File: config.mk
export PLATFORM = sky130hd
export DESIGN_NAME = wl_seq
export DESIGN_NICKNAME = d
export VERILOG_FILES = /design/src/rtl/wl_seq_pkg.sv /design/src/rtl/wl_sync.sv /design/src/rtl/wl_tap_edge.sv /design/src/rtl/wl_seq.sv
export SDC_FILE = /design/constraint.sdc
export NUM_CORES = 1
export LEC_CHECK = 0
export BUFFER_PORTS_ARGS = -buffer_cell sky130_fd_sc_hd__clkbuf_2
export CELL_PAD_IN_SITES_DETAIL_PLACEMENT = 0
export CELL_PAD_IN_SITES_GLOBAL_PLACEMENT = 2
export CORE_MARGIN = 2
export CORE_UTILIZATION = 35
export DETAILED_ROUTE_END_ITERATION = 7
export HOLD_SLACK_MARGIN = 0.06
export PLACE_DENSITY = 0.81
export RECOVER_POWER = 25
export SYNTH_ARGS = -nofsm -noshare
export SYNTH_HDL_FRONTEND = slang
export SYNTH_SLANG_ARGS = --single-unit
File: constraint.sdc
create_clock -name clk -period 2.75 [get_ports clk]
set_input_delay 0.4125 -clock clk [delete_from_list [all_inputs] [get_ports clk]]
set_output_delay 0.4125 -clock clk [all_outputs]
set_load 0.02 [all_outputs]
File: src/rtl/wl_seq_pkg.sv
package wl_seq_pkg;

    typedef enum logic [2:0] {
        ST_IDLE,
        ST_SETTLE,
        ST_BURST,
        ST_LISTEN,
        ST_GAP
    } wl_state_e;

    // Mode register and operand bit that switch leveling mode on and off
    localparam logic [5:0] MR_LEVEL_ADDR = 6'd2;
    localparam int         LEVEL_BIT     = 7;

    function automatic int wl_max(input int a, input int b);
        return (a > b) ? a : b;
    endfunction

endpackage

File: src/rtl/wl_sync.sv
module wl_sync #(
    parameter int STAGES = 2
) (
    input  logic clk,
    input  logic rst_n,
    input  logic d,
    output logic q
);
    logic [STAGES-1:0] chain_q;

    always_ff @(posedge clk) begin
        if (!rst_n) chain_q <= '0;
        else        chain_q <= {chain_q[STAGES-2:0], d};
    end

    assign q = chain_q[STAGES-1];

    initial begin
        a_r5_sync_depth: assert (STAGES >= 2);
    end
endmodule

File: src/rtl/wl_tap_edge.sv
module wl_tap_edge #(
    parameter int TAP_W = 5
) (
    input  logic [TAP_W-1:0] tap,
    output logic             at_min,
    output logic             at_max,
    output logic [TAP_W-1:0] tap_inc,
    output logic [TAP_W-1:0] tap_dec
);
    assign at_min  = (tap == '0);
    assign at_max  = (tap == '1);
    assign tap_inc = tap + TAP_W'(1);
    assign tap_dec = tap - TAP_W'(1);
endmodule

File: src/rtl/wl_seq.sv
module wl_seq #(
    parameter int TAP_W       = 5,
    parameter int TAP_INIT    = 16,
    parameter int PARK_DLY    = 20,
    parameter int EDGE_DLY    = 40,
    parameter int FB_WAIT     = 5,
    parameter int MRW_GAP     = 10,
    parameter int PULSES      = 2,
    parameter int SYNC_STAGES = 2
) (
    input  logic             clk,
    input  logic             rst_n,
    input  logic             start,
    output logic             done,
    output logic             fail,
    output logic             cmd_mrw,
    output logic [5:0]       cmd_addr,
    output logic [7:0]       cmd_op,
    output logic             dqs_oe,
    output logic             dqs_pulse,
    output logic [TAP_W-1:0] tap,
    input  logic             fb_async
);
    import wl_seq_pkg::*;

    localparam int LISTEN_DLY = FB_WAIT + SYNC_STAGES;
    localparam int CNT_MAX    = wl_max(wl_max(EDGE_DLY, LISTEN_DLY), wl_max(MRW_GAP, PULSES));
    localparam int CNT_W      = $clog2(CNT_MAX + 1);
    localparam int GAP_W      = $clog2(EDGE_DLY + MRW_GAP + 1) + 1;

    typedef struct packed {
        wl_state_e          st;
        logic [CNT_W-1:0]   cnt;
        logic [TAP_W-1:0]   tap;
        logic               first;
        logic               down;
        logic               fail;
        logic               done;
        logic               mrw;
        logic [7:0]         op;
        logic               oe;
        logic               pulse;
    } seq_t;

    seq_t q, d;

    logic             fb_s;
    logic             at_min, at_max;
    logic [TAP_W-1:0] tap_inc, tap_dec;

    wl_sync #(.STAGES(SYNC_STAGES)) u_sync (
        .clk  (clk),
        .rst_n(rst_n),
        .d    (fb_async),
        .q    (fb_s)
    );

    wl_tap_edge #(.TAP_W(TAP_W)) u_edge (
        .tap    (q.tap),
        .at_min (at_min),
        .at_max (at_max),
        .tap_inc(tap_inc),
        .tap_dec(tap_dec)
    );

    logic step_down, found, at_end;

    always_comb begin
        d         = q;
        d.done    = 1'b0;
        d.mrw     = 1'b0;
        d.op      = '0;
        d.pulse   = 1'b0;
        step_down = q.first ? fb_s : q.down;
        found     = !q.first && (q.down ? !fb_s : fb_s);
        at_end    = step_down ? at_min : at_max;

        case (q.st)
            ST_IDLE: begin
                if (start) begin
                    d.st            = ST_SETTLE;
                    d.cnt           = '0;
                    d.tap           = TAP_W'(TAP_INIT);
                    d.first         = 1'b1;
                    d.fail          = 1'b0;
                    d.mrw           = 1'b1;
                    d.op[LEVEL_BIT] = 1'b1;
                end
            end
            ST_SETTLE: begin
                d.cnt = q.cnt + CNT_W'(1);
                if (q.cnt == CNT_W'(PARK_DLY - 1)) d.oe = 1'b1;
                if (q.cnt == CNT_W'(EDGE_DLY - 2)) begin
                    d.st  = ST_BURST;
                    d.cnt = '0;
                end
            end
            ST_BURST: begin
                if (q.cnt < CNT_W'(PULSES)) begin
                    d.pulse = 1'b1;
                    d.cnt   = q.cnt + CNT_W'(1);
                end else begin
                    d.st  = ST_LISTEN;
                    d.cnt = '0;
                end
            end
            ST_LISTEN: begin
                d.cnt = q.cnt + CNT_W'(1);
                if (q.cnt == CNT_W'(LISTEN_DLY - 1)) begin
                    d.first = 1'b0;
                    d.down  = step_down;
                    if (found || at_end) begin
                        if (found && q.down) d.tap = tap_inc;
                        d.fail = !found;
                        d.mrw  = 1'b1;
                        d.oe   = 1'b0;
                        d.st   = ST_GAP;
                        d.cnt  = '0;
                    end else begin
                        d.tap = step_down ? tap_dec : tap_inc;
                        d.st  = ST_BURST;
                        d.cnt = '0;
                    end
                end
            end
            ST_GAP: begin
                d.cnt = q.cnt + CNT_W'(1);
                if (q.cnt == CNT_W'(MRW_GAP - 1)) begin
                    d.done = 1'b1;
                    d.st   = ST_IDLE;
                end
            end
            default: d.st = ST_IDLE;
        endcase
    end

    always_ff @(posedge clk) begin
        if (!rst_n) begin
            q       <= '0;
            q.st    <= ST_IDLE;
            q.tap   <= TAP_W'(TAP_INIT);
        end else begin
            q <= d;
        end
    end

    assign done      = q.done;
    assign fail      = q.fail;
    assign cmd_mrw   = q.mrw;
    assign cmd_addr  = q.mrw ? MR_LEVEL_ADDR : 6'd0;
    assign cmd_op    = q.op;
    assign dqs_oe    = q.oe;
    assign dqs_pulse = q.pulse;
    assign tap       = q.tap;

    // Cycles since the last mode-register write, saturating; for checks only
    logic [GAP_W-1:0] gap_q;
    always_ff @(posedge clk) begin
        if (!rst_n)        gap_q <= '1;
        else if (cmd_mrw)  gap_q <= '0;
        else if (gap_q != '1) gap_q <= gap_q + GAP_W'(1);
    end

    a_r1_entry_write: assert property (@(posedge clk) disable iff (!rst_n)
        (q.st == ST_IDLE && start) |=> (cmd_mrw && cmd_addr == 6'd2 && cmd_op == 8'h80));
    a_r2_park_delay: assert property (@(posedge clk) disable iff (!rst_n)
        $rose(dqs_oe) |-> (gap_q >= GAP_W'(PARK_DLY - 1)));
    a_r2_pulse_needs_oe: assert property (@(posedge clk) disable iff (!rst_n)
        dqs_pulse |-> dqs_oe);
    a_r3_first_edge: assert property (@(posedge clk) disable iff (!rst_n)
        dqs_pulse |-> (gap_q >= GAP_W'(EDGE_DLY - 1)));
    a_r4_two_pulses: assert property (@(posedge clk) disable iff (!rst_n)
        $fell(dqs_pulse) |-> $past(dqs_pulse, 2));
    a_r8_fail_at_end: assert property (@(posedge clk) disable iff (!rst_n)
        (done && fail) |-> (tap == '0 || tap == '1));
    a_r9_exit_drops_oe: assert property (@(posedge clk) disable iff (!rst_n)
        (cmd_mrw && !cmd_op[7]) |-> !dqs_oe);
    a_r10_mrw_spacing: assert property (@(posedge clk) disable iff (!rst_n)
        cmd_mrw |-> (gap_q >= GAP_W'(MRW_GAP - 1)));
    a_r10_done_pulse: assert property (@(posedge clk) disable iff (!rst_n)
        done |=> !done);

    initial begin
        a_r4_pulse_param: assert (PULSES >= 2);
        a_r2_order_param: assert (PARK_DLY < EDGE_DLY - 1 && EDGE_DLY >= MRW_GAP);
    end
endmodule

==> metrics <==
minimum clock period 2.03 ns; largest net degree at the start of global routing 25; Synth Register Bits 24; Synth top cells by count dfxtp_1, nor2_1, buf_4; grt total ovfl 0; Worst-Margin Slew 0.963 ns; status complete, no violations; CTS tree built; Mapped Area 1540 um^2; Worst slew margin 35.8%; Root Buffer clkbuf_8; DRT Wirelength 2970 um; worst vdd ir 180 uV; Hold WC Path Type input port to flop; Hold Buf Count CTS 0; fill cell count 466; first-pass GRT wire length 5260 um; Inserted Diodes 0; vias in the first global route 1137; largest area contributor in the netlist dfxtp_1; DP Wirelength 2270 um; core area 4290 um^2; area of the multi-input gates 878 um^2; post-CTS sizing 0; asr flop ratio synth 0%; Ys Warns 0; Post-CTS Setup Repair Bufs 0; clk buf depth 2; CP Launch Type flop; Post-synth EDFFs 0; row cnt 24; fmax 0.492 GHz; via count 1184; sequential area share after synthesis 31.2%; NumNets Final 195; Critical Path Fanout Max 7; initial antenna violation count 0; P_leak 0.618 nW; Cells after Synth 181; post-synthesis cell type count 51; CTS sink cnt 24; dominant cell by count in the synthesized netlist dfxtp_1; Req. time, crit path 2.96 ns; layout cell share with drive strength beyond 1 12.5%; clk_lat worst skew 0.27 ns; Arr. time, crit path 2.24 ns; Slew Viols, Final 0; post-route antenna net violation count 0; Layout Skew 0.00862 ns; DR iter-0 viols 52; PD cells 427 nW/um^2; maxcap violations 0; Synth top area share 31.2%; DRC violations left 0; GP Congestion 0.758; RSZ-0062 raised after global routing no; Crit Path Category flop to flop; Die Span Y 70.3 um; GRT Util Overall 13.0%; Die ar. 4940 um^2; Fin. Hold Viols 0; clk slew on worst S/H paths 0.09 ns; setup violators final 0; Area Overhead vs Synth 2.11%; IO Pins 28; Die Width 70.3 um; Crit. End Element flop; Avg Cell Area, Syn 8.50 um^2; wire per inst 12.6 um; Initial Utilization 35.8%; total power 671 uW; TritonRoute pass-1 iters 4; Final TNS setup 0 ns; Sequential cell area 480 um^2; Port Buffer Count 15; Final Cycle Share 73.9%; Via density 5.02; Main synth FF type dfxtp_1; H-tree level count 1; flop2flop setup slack 0.72 ns; top post-synthesis cells by area dfxtp_1, buf_4, nor2_1; CTS buffer count 3
## sequential cells by signal, indices dropped and copies added, names as in the netlist
register        flops
u_sync.chain_q      2
done                1
dqs_oe              1
fail                1
q                  11
cmd_mrw             1
dqs_pulse           1
tap                 5
cmd_op              1
## cell usage in the layout (no fill, tap or decap), drive strengths merged, types with 2 or more instances in the layout
cell type,n
nor4b,2
xnor2,3
xor2,5
o211ai,2
and2,5
conb,12
or2,2
mux2i,3
a31oi,2
nand2,11
ha,6
nand4,4
clkbuf,19
nor3,4
a21oi,5
nor3b,2
nand3b,2
and4,2
o21ai,6
nor2b,3
or3,2
and3,3
dfxtp,24
nand3,9
nor2,22
inv,7
o22ai,2
## path summary, 6_finish.rpt
path	start	end	depth (start not counted)
min	fb_async	u_sync.chain_q[0]$_SDFF_PN0_	2
max	tap[0]$_SDFFE_PN0P_	tap[2]$_SDFFE_PN0P_	8
min reg2reg	u_sync.chain_q[0]$_SDFF_PN0_	u_sync.chain_q[1]$_SDFF_PN0_	1
max reg2reg	tap[0]$_SDFFE_PN0P_	tap[2]$_SDFFE_PN0P_	8
## report_power, final
part | internal (mW) | switching [mW]
combinational | 0.0199 | 0.0451
clock | 0.128 | 0.115
sequential | 0.354 | 0.00868
total | 0.502 | 0.169
## metal layers
metal  GRT usage, %  wire (um)  part of all wire [%]
met5              0          0                     0
met4           3.63         17                  0.57
met3           3.75        128                   4.3
met2           21.2       1430                    48
met1           16.6       1390                    47
## kinds of logic after synthesis
| group | share of synthesized area, % |
|---|---|
| mux | 2.68 |
| xor+xnor | 4.55 |
| buf+inv | 14.4 |
| flops | 31.2 |
| compound gates | 12.0 |
| fa+ha+maj | 4.88 |
| other cells | 0.244 |
| simple gates | 30.1 |
## worst max-delay path, stage by stage (launching register included)
cell and delay [ns]:
dfxtp_1 0.37, ha_1 0.23, and3_1 0.18, ha_1 0.19, nor2_1 0.09, a2bb2oi_1 0.29, nand3_2 0.14, or3_1 0.40
nand3_1 0.08
## cell type report
| class | instances | share of cell area, % |
|---|---|---|
| multi-input cells | 134 | 55.9 |
| well taps | 52 | 4.14 |
| inverters | 7 | 1.67 |
| flip-flops and latches | 24 | 30.6 |
| clock buffers | 4 | 3.50 |
| repair buffers | 15 | 4.22 |
## through the flow
| step | instances | instance area [um^2] | hold WS, ns | setup WS [ns] | util (%) |
|---|---|---|---|---|---|
| CTS | 236 | 1580 | 0.336 | 0.738 | 36.8 |
| detailed placement | 232 | 1530 | 0.421 | 0.766 | 35.5 |
| floorplan | 192 | 1580 | 0.412 | 0.970 | - |
| finish | 236 | 1570 | 0.346 | 0.718 | 36.6 |
| global route | 236 | 1570 | 0.338 | 0.540 | 36.6 |
| global placement | 232 | 1530 | 0.423 | 0.817 | 35.5 |
Power figures use the tool's default switching activity.
